==> config.mk <==
export PLATFORM = sky130hd
export DESIGN_NAME = amp_stage_seq
export DESIGN_NICKNAME = d
export VERILOG_FILES = /design/src/rtl/amp_seq_pkg.sv /design/src/rtl/amp_seq_sync.sv /design/src/rtl/amp_seq_counter.sv /design/src/rtl/amp_seq_fsm.sv /design/src/rtl/amp_stage_seq.sv
export SDC_FILE = /design/constraint.sdc
export NUM_CORES = 1
export LEC_CHECK = 0
export ABC_CLOCK_PERIOD_IN_PS = 2600
export BUFFER_PORTS_ARGS = -buffer_cell sky130_fd_sc_hd__buf_2
export CORE_MARGIN = 3
export CORE_UTILIZATION = 30
export DETAILED_ROUTE_END_ITERATION = 6
export REMOVE_ABC_BUFFERS = 1
export SLEW_MARGIN = 40
export SYNTH_ARGS = -nofsm -noshare
export SYNTH_HDL_FRONTEND = slang
export SYNTH_SLANG_ARGS = --single-unit
==> constraint.sdc <==
create_clock -name clk -period 2.6 [get_ports clk]
set_clock_uncertainty 0.2 [all_clocks]
set_input_delay 0.13 -clock clk [delete_from_list [all_inputs] [get_ports clk]]
set_output_delay 0.13 -clock clk [all_outputs]
set_load 0.1 [all_outputs]
==> src/rtl/amp_seq_pkg.sv <==
// Shared types for the amplifier power-stage enable sequencer.
package amp_seq_pkg;

    // Control states of the enable sequencer.
    typedef enum logic [2:0] {
        ST_SHUT  = 3'd0,   // shutdown held
        ST_IMUTE = 3'd1,   // fixed internal mute window counting
        ST_HOLD  = 3'd2,   // window over, waiting for unmute and supplies
        ST_DELAY = 3'd3,   // settling delay before switching
        ST_RUN   = 3'd4,   // stage switching
        ST_FAULT = 3'd5    // latched off after a fault
    } seq_state_t;

endpackage

==> src/rtl/amp_seq_sync.sv <==
// Multi-flop synchronizer for one asynchronous level flag.
// Assumes STAGES >= 2; RST_VAL is the safe level loaded at reset.
module amp_seq_sync #(
    parameter int   STAGES  = 2,
    parameter logic RST_VAL = 1'b0
) (
    input  logic clk,
    input  logic rst_n,
    input  logic d,
    output logic q
);
    logic [STAGES-1:0] chain_q;

    // Shift the raw level through the flop chain.
    always_ff @(posedge clk) begin
        if (!rst_n) chain_q <= {STAGES{RST_VAL}};
        else        chain_q <= {chain_q[STAGES-2:0], d};
    end

    assign q = chain_q[STAGES-1];
endmodule

==> src/rtl/amp_seq_counter.sv <==
// Interval counter: counts while run is high, clears while it is low.
// done is high in the last cycle of a LIMIT-cycle window (LIMIT >= 1).
module amp_seq_counter #(
    parameter int LIMIT = 4915
) (
    input  logic clk,
    input  logic rst_n,
    input  logic run,
    output logic done
);
    localparam int CW = (LIMIT > 1) ? $clog2(LIMIT) : 1;
    localparam logic [CW-1:0] LAST = CW'(LIMIT - 1);

    logic [CW-1:0] cnt_q;

    // Advance while running, restart whenever run drops.
    always_ff @(posedge clk) begin
        if (!rst_n || !run) cnt_q <= '0;
        else if (cnt_q != LAST) cnt_q <= cnt_q + 1'b1;
    end

    assign done = run && (cnt_q == LAST);

    // the count never passes the last value of its window
    cnt_in_window_chk: assert property (@(posedge clk) disable iff (!rst_n)
        cnt_q <= LAST);
endmodule

==> src/rtl/amp_seq_fsm.sv <==
// Control state machine of the sequencer. All flags arrive synchronized
// except shdn_n, which is assumed synchronous to clk. Counter done pulses
// come from separate interval counters driven by imute_run / delay_run.
module amp_seq_fsm
    import amp_seq_pkg::*;
(
    input  logic       clk,
    input  logic       rst_n,
    input  logic       shdn_n,
    input  logic       mute_s,
    input  logic       sup_ok_s,
    input  logic       fault_s,
    input  logic       imute_done,
    input  logic       delay_done,
    output logic       imute_run,
    output logic       delay_run,
    output logic       stage_en,
    output logic       int_mute
);
    seq_state_t state_q, state_d;
    logic       blocked;

    assign blocked = mute_s || !sup_ok_s;

    // Next-state selection; shutdown and fault take priority over the flow.
    always_comb begin
        state_d = state_q;
        if (!shdn_n) begin
            state_d = ST_SHUT;
        end else if (fault_s) begin
            state_d = ST_FAULT;
        end else begin
            case (state_q)
                ST_SHUT:  state_d = ST_IMUTE;
                ST_IMUTE: if (imute_done) state_d = ST_HOLD;
                ST_HOLD:  if (!blocked) state_d = ST_DELAY;
                ST_DELAY: begin
                    if (blocked)         state_d = ST_HOLD;
                    else if (delay_done) state_d = ST_RUN;
                end
                ST_RUN:   if (blocked) state_d = ST_HOLD;
                ST_FAULT: state_d = ST_FAULT;
                default:  state_d = ST_SHUT;
            endcase
        end
    end

    // State register with synchronous active-low reset.
    always_ff @(posedge clk) begin
        if (!rst_n) state_q <= ST_SHUT;
        else        state_q <= state_d;
    end

    assign imute_run = (state_q == ST_IMUTE);
    assign delay_run = (state_q == ST_DELAY);
    assign int_mute  = (state_q == ST_IMUTE);
    // Enable drops as soon as any blocking flag is seen, before the state moves.
    assign stage_en  = (state_q == ST_RUN) && shdn_n && !blocked && !fault_s;


    shdn_forces_shut_chk: assert property (@(posedge clk) disable iff (!rst_n)
        !shdn_n |=> (state_q == ST_SHUT));


    fault_latched_chk: assert property (@(posedge clk) disable iff (!rst_n)
        (state_q == ST_FAULT) && shdn_n |=> (state_q == ST_FAULT));


    imute_held_chk: assert property (@(posedge clk) disable iff (!rst_n)
        (state_q == ST_IMUTE) && shdn_n && !fault_s && !imute_done
        |=> (state_q == ST_IMUTE));


    run_via_delay_chk: assert property (@(posedge clk) disable iff (!rst_n)
        (state_q != ST_DELAY) && (state_q != ST_RUN) |=> (state_q != ST_RUN));
endmodule

==> src/rtl/amp_stage_seq.sv <==
// Top of the amplifier power-stage enable sequencer. Synchronizes the mute,
// supply and fault flags, runs the internal mute window and the settling
// delay as parameterized cycle counts, and gates the power-stage enable.
module amp_stage_seq #(
    parameter int IMUTE_CYCLES  = 15974400,
    parameter int SETTLE_CYCLES = 4915,
    parameter int SYNC_STAGES   = 2
) (
    input  logic clk,
    input  logic rst_n,
    input  logic shdn_n,
    input  logic mute_ext,
    input  logic dvdd_ok,
    input  logic pvdd_ok,
    input  logic fault,
    output logic stage_en,
    output logic int_mute
);
    localparam int NFLAG = 4;
    // Safe reset levels: muted, supplies bad, no fault. Bit order: mute, dvdd, pvdd, fault.
    localparam logic [NFLAG-1:0] FLAG_RST = 4'b0001;

    logic [NFLAG-1:0] flag_raw, flag_s;
    logic imute_run, delay_run, imute_done, delay_done;
    logic dvdd_s, pvdd_s;

    assign flag_raw = {fault, pvdd_ok, dvdd_ok, mute_ext};

    // One synchronizer per incoming flag.
    for (genvar i = 0; i < NFLAG; i++) begin : g_sync
        amp_seq_sync #(
            .STAGES  (SYNC_STAGES),
            .RST_VAL (FLAG_RST[i])
        ) u_sync (
            .clk   (clk),
            .rst_n (rst_n),
            .d     (flag_raw[i]),
            .q     (flag_s[i])
        );
    end

    assign dvdd_s = flag_s[1];
    assign pvdd_s = flag_s[2];

    amp_seq_counter #(.LIMIT(IMUTE_CYCLES)) u_imute_cnt (
        .clk   (clk),
        .rst_n (rst_n),
        .run   (imute_run),
        .done  (imute_done)
    );

    amp_seq_counter #(.LIMIT(SETTLE_CYCLES)) u_settle_cnt (
        .clk   (clk),
        .rst_n (rst_n),
        .run   (delay_run),
        .done  (delay_done)
    );

    amp_seq_fsm u_fsm (
        .clk        (clk),
        .rst_n      (rst_n),
        .shdn_n     (shdn_n),
        .mute_s     (flag_s[0]),
        .sup_ok_s   (dvdd_s && pvdd_s),
        .fault_s    (flag_s[3]),
        .imute_done (imute_done),
        .delay_done (delay_done),
        .imute_run  (imute_run),
        .delay_run  (delay_run),
        .stage_en   (stage_en),
        .int_mute   (int_mute)
    );


    mute_excl_chk: assert property (@(posedge clk) disable iff (!rst_n)
        !(stage_en && int_mute));


    supply_gate_chk: assert property (@(posedge clk) disable iff (!rst_n)
        !(dvdd_s && pvdd_s) |-> !stage_en);
endmodule

==> results.cfg, run 1 <==
[power_and_ir_drop]
p_clk_share_pct = 39.8
p_switching_uw = 283.1
power_mw = 1.337
leakage_nw = 0.8538
vdd_ir_drop_max_v = 0.0001970
intPower_mw = 1.054
p_seq_share_pct = 56.0
p_comb_share_pct = 4.2
p_per_area_nw_per_um2 = 500.1
swShare_pct = 21.17

[worst_setup_path]
worst_path_max_delay_cell = or4_1
slowest_delay_ns = 0.44
crit_chain = ha_1, and3_1, nand3_1, or4_1, a21oi_1
critical_path_class = reg2reg
critPathRequiredTime_ns = 2.63
cp.arrival_ns = 2.16
crit_fanout = 13
crit_family = simple AND/OR/NAND/NOR gates
worst-path-buf-inv = 0
critPathCaptureType = flip-flop
cp-start-kind = flip-flop

[min_path]
hold_path_class = reg2reg

[routing]
drtIter0Drc = 152
firstDrtPassIters = 5
dr_total_vias = 2033
wl_um = 4891
viasPerCell = 5.160
detail-route-antenna-nets = 0
wire_per_inst_um = 12.41
drc_errors = 0

[timing]
setup_viol = 0
slew_headroom_pct = 65.14
rsz0062_at_grt = no
fin_crit_ns = 2.133
slew_viol_final = 0
fmax_mhz = 468.7
finalCritPeriodShare_pct = 82.06
tns_ns = 0
worstMarginPinSlew_ns = 0.5214
timing.final.hold_violations = 0

[floorplanning]
start_util_pct = 31.91
core_area_sq_um = 7447
core.rowCount = 31
dieWidth_um = 95.00
die_area_sq_um = 9024
num_io_pins = 9
die_height_um = 95.00

[grt]
overflow = 0
grt_pass1_vias = 1864
grt_start_max_net_pins = 23
grt_use_total_pct = 11.81
antenna_found_initial = 0
grt_pass1_wl_um = 8625

[cells_and_area]
fin_util_pct = 35.90
nNetsFinal = 304
num_antenna_cells = 0
drive_gt1_share_pct = 7.458
area_delta_synth_final_pct = 12.53
instances_no_fill = 394

[yosys]
synth_top_area_share_pct = 40.44
ys_seq_elements = 48
async_flop_share_pct = 0
ys_warn_count = 0
yosysSeqAreaShare_pct = 40.44
ys.flop_type = dfxtp_1
synth_edf_count = 0
netlist_instances = 283
syn_area_sq_um = 2376
ys_types = 49
synth.largest_area_cell = dfxtp_1
synth_area_per_cell_sq_um = 8.396
ys_top_cells_by_area = dfxtp_1, nand3_1, a21oi_1

[clock_network]
clk_pin_slew_worst_paths_ns = 0.09
cts_tree = built
ctsLongestPathBuffers = 2
clk_latency_ns = 0.30
post_cts_buffers = 0
cts_buffers = 5
clock-root-buffer = clkbuf_8
cts.sinks = 48
htreeDepth = 2

[placed_design]
dp_hpwl_um = 3285
io_buffers = 8
dp_cells = 376
gp_congestion = 0.8216

[flow_run]
cap_violations = 0

[outcome]
status = finished clean
[flip-flops by register name (all words and copies together) (netlist names)]
| name | count |
|---|---|
| g_sync.u_sync.chain_q | 8 |
| u_fsm.state_q | 3 |
| u_settle_cnt.cnt_q | 13 |
| u_imute_cnt.cnt_q | 24 |
[cell usage after synthesis (2+ instances only)]
| cell | number |
|---|---|
| a31oi_1 | 2 |
| and4_1 | 6 |
| or4_1 | 3 |
| and3_1 | 6 |
| ha_1 | 3 |
| a211oi_1 | 3 |
| a21oi_1 | 20 |
| nand4_1 | 9 |
| buf_6 | 2 |
| and4_2 | 2 |
| a2111o_1 | 5 |
| or2_2 | 3 |
| and2_1 | 8 |
| o31ai_1 | 3 |
| xnor2_1 | 8 |
| nand3b_1 | 2 |
| nand2b_1 | 5 |
| or3_1 | 7 |
| a21boi_0 | 2 |
| nor4b_1 | 2 |
| nor3_1 | 11 |
| a2111oi_0 | 2 |
| o21ai_0 | 16 |
| clkbuf_1 | 4 |
| xor2_1 | 3 |
| nand2_1 | 19 |
| inv_1 | 8 |
| nor2_1 | 22 |
| buf_2 | 7 |
| dfxtp_1 | 48 |
| mux2i_1 | 3 |
| nand3_1 | 22 |
[cell usage in the layout (no fill, tap or decap), types with 3 or more instances in the layout]
master,n
inv_1,8
buf_2,8
and3_1,6
ha_1,3
clkbuf_8,5
nor2_1,22
xnor2_1,8
dlygate4sd3_1,10
and4_1,6
or2_2,3
nand2b_1,5
a211oi_1,3
o21ai_0,16
or3_1,7
o31ai_1,3
dfxtp_1,48
and2_1,8
xor2_1,3
nor3_1,11
mux2i_1,3
or4_1,3
nand4_1,9
a2111o_1,5
nand3_1,22
a21oi_1,20
nand2_1,19
[worst paths after layout]
check / startpoint / to / slack [ns] / cells past startpoint
worst min-delay path: g_sync[0].u_sync.chain_q[0] / g_sync[0].u_sync.chain_q[1] / 0.22 / 1
worst max-delay path: u_imute_cnt.cnt_q[0] / u_imute_cnt.cnt_q[12] / 0.47 / 5
worst min register to register: g_sync[0].u_sync.chain_q[0] / g_sync[0].u_sync.chain_q[1] / 0.22 / 1
worst max register to register: u_imute_cnt.cnt_q[0] / u_imute_cnt.cnt_q[12] / 0.47 / 5
[power by group through the flow]
stage	registers [mW]	clock network (mW)	logic, mW
finish	0.749	0.532	0.0562
detailed placement	0.766	0	0.0442
floorplan	0.765	0	0.0301
global route	0.751	0.582	0.0619
CTS	0.749	0.552	0.0559
global placement	0.766	0	0.0435
[per-stage QoR]
stage	hold slack, ns	instance area (sq um)	worst slack [ns]
6_report	0.2186	2674	0.4666
5_1_grt	0.2451	2674	0.2925
4_1_cts	0.2329	2674	0.4853
3_5_place_dp	0.1193	2466	0.5235
3_3_place_gp	0.1145	2466	0.5606
2_1_floorplan	0.003040	2295	-1.219
[what timing repair did]
item / in CTS / in global routing
gates resized for setup: 0 / 0
endpoints found under the hold margin: 10 / 0
hold buffers: 10 / 0
[logic make-up (layout without fill, tap and decap cells)]
family                     after synthesis  in the layout  synth area share [%]
AOI/OAI and AO/OA                       59             59                 15.80
xor gates and xnor gates                11             11                 4.055
adders and majority gates                3              3                 1.580
buffers and inverters                   23             35                 4.686
DFF                                     48             48                 40.44
muxes                                    3              3                 1.264
and+or+nand+nor                        136            136                 32.18
[cell type report]
class | instances | area [sq um]
Clock buffer | 6 | 72.57
Clock inverter | 2 | 35.03
Inverter | 8 | 30.03
Multi-Input combinational cell | 212 | 1304
Timing Repair Buffer | 19 | 147.6
Sequential cell | 48 | 960.9
Tap cell | 99 | 123.9
Fill cell | 786 | 4773
[layer usage]
metal | global-route usage [%] | wire length [um] | share of wire (%)
met1 | 16.53 | 2497 | 51
met4 | 3.245 | 25 | 0.51
met2 | 17.91 | 2199 | 45
met3 | 3.028 | 168 | 3.4
met5 | 0 | 0 | 0
(Power assumes the default switching activity.)
==> inputs of run 2 (changes only) <==
--- a/config.mk
+++ b/config.mk
@@ -5,7 +5,8 @@
 export SDC_FILE = /design/constraint.sdc
 export NUM_CORES = 1
 export LEC_CHECK = 0
-export ABC_CLOCK_PERIOD_IN_PS = 2600
+export ABC_AREA = 1
+export ABC_CLOCK_PERIOD_IN_PS = 1750
 export BUFFER_PORTS_ARGS = -buffer_cell sky130_fd_sc_hd__buf_2
 export CORE_MARGIN = 3
 export CORE_UTILIZATION = 30
==> constraint.sdc (replaced) <==
create_clock -name clk -period 1.75 [get_ports clk]
set_clock_uncertainty 0.2 [all_clocks]
set_input_delay 0.0875 -clock clk [delete_from_list [all_inputs] [get_ports clk]]
set_output_delay 0.0875 -clock clk [all_outputs]
set_load 0.1 [all_outputs]
==> run 2 against run 1 <==
Effect of this change: sequential share of layout area fell by 4.7 points; global-route usage fell by 0.24 points; critical path depth rose by 2; clock power rose by 63%; count of clock-buffer cells in the layout did not move; combinational power rose to 2.6 times the previous value.
==> results.cfg, run 2 <==
[worst_setup_path]
path_depth = 7
crit_fanout = 5
slowest_delay_ns = 0.37
crit_chain = ha_4, nand3_4, buf_4, nor2_4, nand2_1, o21ai_0, a31oi_1
crit_family = flip-flops
cp-startpoint = u_imute_cnt.cnt_q[0]
critPathRequiredTime_ns = 1.73
critical_path_class = reg2reg
worstReg2RegStart = u_imute_cnt.cnt_q[0]
worst-path-buf-inv = 1
worst_path_max_delay_cell = dfxtp_2
cp-start-kind = flip-flop
r2r_cells = 7
critPathCaptureType = flip-flop
cp.arrival_ns = 1.68

[placed_design]
dp_cells = 486
io_buffers = 8
place_area_sq_um = 2789
dp_hpwl_um = 3953
gp_congestion = 0.8467

[yosys]
synth_edf_count = 0
synth_commonest_cells = nand2_1, inv_1, dfxtp_1, nor2_1, a21oi_1
syn_area_sq_um = 2481
ys_types = 32
ys_seq_elements = 48
yosysSeqAreaShare_pct = 38.73
async_flop_share_pct = 0
ys_top_cells_by_area = dfxtp_1, nand2_1, inv_1
ys.flop_type = dfxtp_1
synth_area_per_cell_sq_um = 6.854
post-synth-top-count-cell = nand2_1
netlist_instances = 362
ys_warn_count = 0
synth_top_area_share_pct = 38.73
synth.largest_area_cell = dfxtp_1

[clock_network]
clk_latency_ns = 0.31
htreeDepth = 2
clk_pin_slew_worst_paths_ns = 0.10
clock-root-buffer = clkbuf_8
cts.sinks = 48
ctsLongestPathBuffers = 2
cts_buffers = 5
cts_tree = built

[power_and_ir_drop]
leakage_nw = 1.243
p_switching_uw = 494.4
p_clk_share_pct = 40.8
p_per_area_nw_per_um2 = 689.3
p_seq_share_pct = 52.4
swShare_pct = 23.19
vdd_ir_drop_max_v = 0.0003924
intPower_mw = 1.638
p_comb_share_pct = 6.8

[timing]
slew_viol_final = 0
setup_viol = 0
timing.final.hold_violations = 0
worstMarginPinSlew_ns = 0.3423
slew_headroom_pct = 77.01
fmax_mhz = 588.6
fin_crit_ns = 1.699
finalCritPeriodShare_pct = 97.08

[cells_and_area]
num_antenna_cells = 0
nNetsFinal = 413
seq_area_sq_um = 967.2
drive_gt1_share_pct = 18.07
multi_input_comb_area_sq_um = 1324
reg_top3 = u_imute_cnt.cnt_q (24), u_settle_cnt.cnt_q (13), g_sync.u_sync.chain_q (8)
fin_area_sq_um = 3093
largest_reg_flops = 24
area_delta_synth_final_pct = 24.66
instances_no_fill = 506
final_common_cell = nand2_1
layout_common_cells = nand2_1, inv_1, nor2_1, dfxtp_1, a21oi_1
top_register = u_imute_cnt.cnt_q
nFillCells = 804
fin_util_pct = 39.21

[routing]
wl_um = 5466
drtIter0Drc = 168
viasPerCell = 4.549
wire_per_inst_um = 10.80
drc_errors = 0
detail-route-antenna-nets = 0
firstDrtPassIters = 4
dr_total_vias = 2302

[outcome]
status = finished clean

[floorplanning]
dieWidth_um = 96.94
num_io_pins = 9
core.rowCount = 32
core_area_sq_um = 7888
die_height_um = 96.94
die_area_sq_um = 9397
start_util_pct = 31.46

[grt]
grt_pass1_wl_um = 9066
overflow = 0
grt_use_total_pct = 11.57
grt_start_max_net_pins = 25
grt_pass1_vias = 2153
antenna_found_initial = 0

[min_path]
hold_depth = 2
hold_path_class = reg2reg
worstHoldStart = g_sync[2].u_sync.chain_q[0]

[flow_run]
cap_violations = 0
## run 2: cell types whose count changed after synthesis, sizes merged, moves of 5 or more
cell,before,now
nand2,19,91
inv,8,57
a21oi,20,25
or3,7,0
buf,10,3
and2,8,0
nor2,22,52
and4,9,0
nand2b,5,0
and3,6,0
a2111o,5,0
## run 2: kinds of logic (layout without fill, tap and decap cells)
| kind of cell | count (synthesis) | count (layout) | share of synthesized area (%) |
|---|---|---|---|
| adders and majority gates | 3 | 3 | 1.513 |
| and+or+nand+nor | 196 | 196 | 36.46 |
| DFF | 48 | 48 | 38.73 |
| xor gates and xnor gates | 11 | 11 | 3.883 |
| AOI/OAI and AO/OA | 42 | 42 | 9.128 |
| buffers and inverters | 62 | 104 | 10.29 |
## run 2: final cells by class
class	instances	area share, %
multi-input combinational	252	42.80
sequential	48	31.27
timing repair buffer	38	10.44
inverter	58	7.443
tap	102	4.126
clock buffer	6	2.670
clock inverter	2	1.254
## run 2: routing by layer
layer / global-route usage, % / wire length, um / part of all wire [%]
met5: 0 / 0 / 0
met2: 19.69 / 2695 / 49
met3: 2.235 / 140 / 2.6
met1: 13.90 / 2536 / 46
met4: 5.616 / 93 / 1.7
## run 2: tightest hold or removal path, delay by kind of cell, from the launching register on
kind / cells / cell delay [ns]
buffers and inverters: 1 / 0.03
flip-flops: 1 / 0.31
AND/OR/NAND/NOR: 1 / 0.05
## run 2: final timing paths
check | end | slack [ns]
max | u_imute_cnt.cnt_q[12] | 0.05
min | g_sync[2].u_sync.chain_q[1] | 0.22
max reg2reg | u_imute_cnt.cnt_q[12] | 0.05
min reg2reg | g_sync[2].u_sync.chain_q[1] | 0.22
## run 2: stage by stage
stage	TNS (ns)	hold slack, ns	total power, mW	setup slack [ns]
floorplan	-37.62	-0.01905	1.220	-1.548
global placement	0	0.07145	1.262	0.1077
detailed placement	0	0.08169	1.263	0.02627
CTS	0	0.2198	2.156	0.01369
global route	-0.03950	0.2346	2.211	-0.03950
finish	0	0.2170	2.132	0.05107
## run 2: power by group through the flow
stage | Sequential, mW | Combinational (mW) | Clock [mW]
after floorplan | 1.14 | 0.0791 | 0
after global routing | 1.12 | 0.162 | 0.929
after detailed placement | 1.14 | 0.122 | 0
after CTS | 1.12 | 0.139 | 0.901
final | 1.12 | 0.145 | 0.869
after global placement | 1.14 | 0.121 | 0
## run 2: what timing repair did
action,CTS,global route
setup buffers,0,2
endpoints found under the hold margin,11,0
hold buffers,10,0
endpoints found under the setup margin,1,16
resized for setup,1,20
pin swaps,0,3
==> inputs of run 3 (changes only) <==
--- a/config.mk
+++ b/config.mk
@@ -10,9 +10,11 @@
 export BUFFER_PORTS_ARGS = -buffer_cell sky130_fd_sc_hd__buf_2
 export CORE_MARGIN = 3
 export CORE_UTILIZATION = 30
+export CTS_CLUSTER_DIAMETER = 30
 export DETAILED_ROUTE_END_ITERATION = 6
 export REMOVE_ABC_BUFFERS = 1
 export SLEW_MARGIN = 40
 export SYNTH_ARGS = -nofsm -noshare
 export SYNTH_HDL_FRONTEND = slang
+export SYNTH_HIERARCHICAL = 1
 export SYNTH_SLANG_ARGS = --single-unit
==> run 3 against run 2 <==
Effect of this change: sequential power barely moved; register-to-register slack hardly changed; combinational power about the same.
==> results.cfg, run 3 <==
[cells_and_area]
final_common_cell = nand2_1
reg_top3 = u_imute_cnt/cnt_q (24), u_settle_cnt/cnt_q (13), g_sync.u_sync/chain_q (8)
nNetsFinal = 515
drive_gt1_share_pct = 21.74
layout_common_cells = nand2_1, nor2_1, inv_1, buf_4, dfxtp_1
num_antenna_cells = 0
seq_area_sq_um = 965.9
fin_util_pct = 42.17
nFillCells = 885
area_delta_synth_final_pct = 32.27
largest_reg_flops = 24
multi_input_comb_area_sq_um = 1578
top_register = u_imute_cnt/cnt_q

[power_and_ir_drop]
power_mw = 1.996
swShare_pct = 25.13
p_seq_share_pct = 55.8
p_comb_share_pct = 7.4
leakage_nw = 1.469
p_clk_share_pct = 36.8
intPower_mw = 1.495
p_switching_uw = 501.7
vdd_ir_drop_max_v = 0.0003775
p_per_area_nw_per_um2 = 559.2

[yosys]
netlist_instances = 434
yosysSeqAreaShare_pct = 35.61
synth_top_area_share_pct = 35.61
ys_warn_count = 6
synth_edf_count = 0
ys_seq_elements = 48
async_flop_share_pct = 0
synth_area_per_cell_sq_um = 6.219
ys_types = 25
synth.largest_area_cell = dfxtp_1
syn_area_sq_um = 2699
ys_top_cells_by_area = dfxtp_1, nand2_1, nor2_1
post-synth-top-count-cell = nand2_1
synth_commonest_cells = nand2_1, nor2_1, inv_1, dfxtp_1, nand3_1
ys.flop_type = dfxtp_1

[worst_setup_path]
critical_path_class = reg2reg
worst_path_max_delay_cell = dfxtp_1
cp.arrival_ns = 1.74
critPathRequiredTime_ns = 1.80
critPathMostFrequentCell = nand2_1
worstReg2RegStart = u_settle_cnt/cnt_q[0]
crit_chain = inv_1, ha_1, nand2_1, nor2_2, nand3_2, nor2_2, nand3b_4, nand4_1, nand2_1, nand2_1, nor2_1
worst-path-buf-inv = 1
cp-start-kind = flip-flop
critPathCaptureType = flip-flop
cp-startpoint = u_settle_cnt/cnt_q[0]
crit_fanout = 3
slowest_delay_ns = 0.32
crit_family = simple AND/OR/NAND/NOR gates

[grt]
overflow = 0
grt_start_max_net_pins = 20
antenna_found_initial = 0
grt_pass1_vias = 2682
grt_pass1_wl_um = 11290
grt_use_total_pct = 13.66

[min_path]
hold_path_class = reg2reg
worstHoldStart = g_sync[1].u_sync/chain_q[0]

[clock_network]
clock-root-buffer = clkbuf_8
clk_pin_slew_worst_paths_ns = 0.10
cts_buffers = 5
cts.sinks = 48
ctsLongestPathBuffers = 2
clk_latency_ns = 0.31
htreeDepth = 2
cts_tree = built

[routing]
firstDrtPassIters = 4
wl_um = 6494
drc_errors = 0
detail-route-antenna-nets = 0
viasPerCell = 4.594
drtIter0Drc = 92
wire_per_inst_um = 10.63
dr_total_vias = 2807

[timing]
slew_viol_final = 0
setup_ws_ns = 0.05772
fmax_mhz = 590.9
finalCritPeriodShare_pct = 96.70
rsz0062_at_grt = yes
setup_viol = 0
worstMarginPinSlew_ns = 0.3495
slew_headroom_pct = 76.61
timing.final.hold_violations = 0
fin_crit_ns = 1.692

[floorplanning]
core_area_sq_um = 8464
dieWidth_um = 100.8
core.rowCount = 33
num_io_pins = 9
die_area_sq_um = 10170
start_util_pct = 31.88
die_height_um = 100.8

[placed_design]
dp_hpwl_um = 4910
io_buffers = 8
gp_congestion = 0.9085
place_ws_ns = -0.07417

[outcome]
status = finished clean

[flow_run]
cap_violations = 0
-- run 3: final timing paths --
| check | end | slack (ns) | cells after the start |
|---|---|---|---|
| hold / removal | g_sync[1].u_sync/chain_q[1] | 0.22 | 2 |
| setup / recovery | u_fsm/state_q[1] | 0.06 | 11 |
| setup reg to reg | u_fsm/state_q[1] | 0.06 | 11 |
| hold reg to reg | g_sync[1].u_sync/chain_q[1] | 0.22 | 2 |
-- run 3: cells by family after synthesis --
family	Yosys count	synth area share, %
and+or+nand+nor	268	43.25
buffers and inverters	70	10.06
DFF	48	35.60
AOI/OAI and AO/OA	37	7.093
xor gates and xnor gates	8	2.596
adders and majority gates	3	1.391
-- run 3: layout make-up --
type	count	share of cell area [%]
Tap cell	105	3.680
Sequential cell	48	27.06
Multi-Input combinational cell	316	44.20
Timing Repair Buffer	68	15.35
Clock inverter	2	0.3856
Clock buffer	6	2.313
Inverter	66	7.010
-- run 3: layer usage --
layer  wire (um)  track usage, %
met1        3003           16.64
met4          83           4.767
met2        3212           23.90
met3         193           2.561
met5           0               0
-- run 3: power groups by stage --
stage	combinational [mW]	sequential (mW)	clock [mW]
3_3_place_gp	0.115	1.14	0
5_1_grt	0.163	1.12	0.816
4_1_cts	0.139	1.11	0.775
6_report	0.147	1.11	0.735
3_5_place_dp	0.118	1.14	0
2_1_floorplan	0.0681	1.14	0
-- run 3: worst reg2reg max path, stage by stage (launching register included) --
cell      delay [ns]
dfxtp_1         0.32
inv_1           0.06
ha_1            0.16
nand2_1         0.07
nor2_2          0.17
nand3_2         0.12
nor2_2          0.12
nand3b_4        0.15
nand4_1         0.10
nand2_1         0.08
nand2_1         0.05
nor2_1          0.07
-- run 3: repair_timing --
action,CTS,global route
hold buffers,11,0
hold endpoints to repair,11,0
pin swaps,1,11
gates resized for setup,9,23
setup buffers,0,4
gates cloned,0,0
setup endpoints to repair,4,7
-- run 3: stage by stage --
stage / TNS, ns / hold slack (ns) / cell area [sq um] / cells
floorplan: -63.65 / -0.04385 / 2676 / 430
global placement: -0.01049 / 0.06101 / 3216 / 588
detailed placement: -0.1708 / 0.06286 / 3216 / 588
CTS: 0 / 0.2212 / 3447 / 607
global route: -0.3648 / 0.2490 / 3570 / 611
finish: 0 / 0.2235 / 3570 / 611
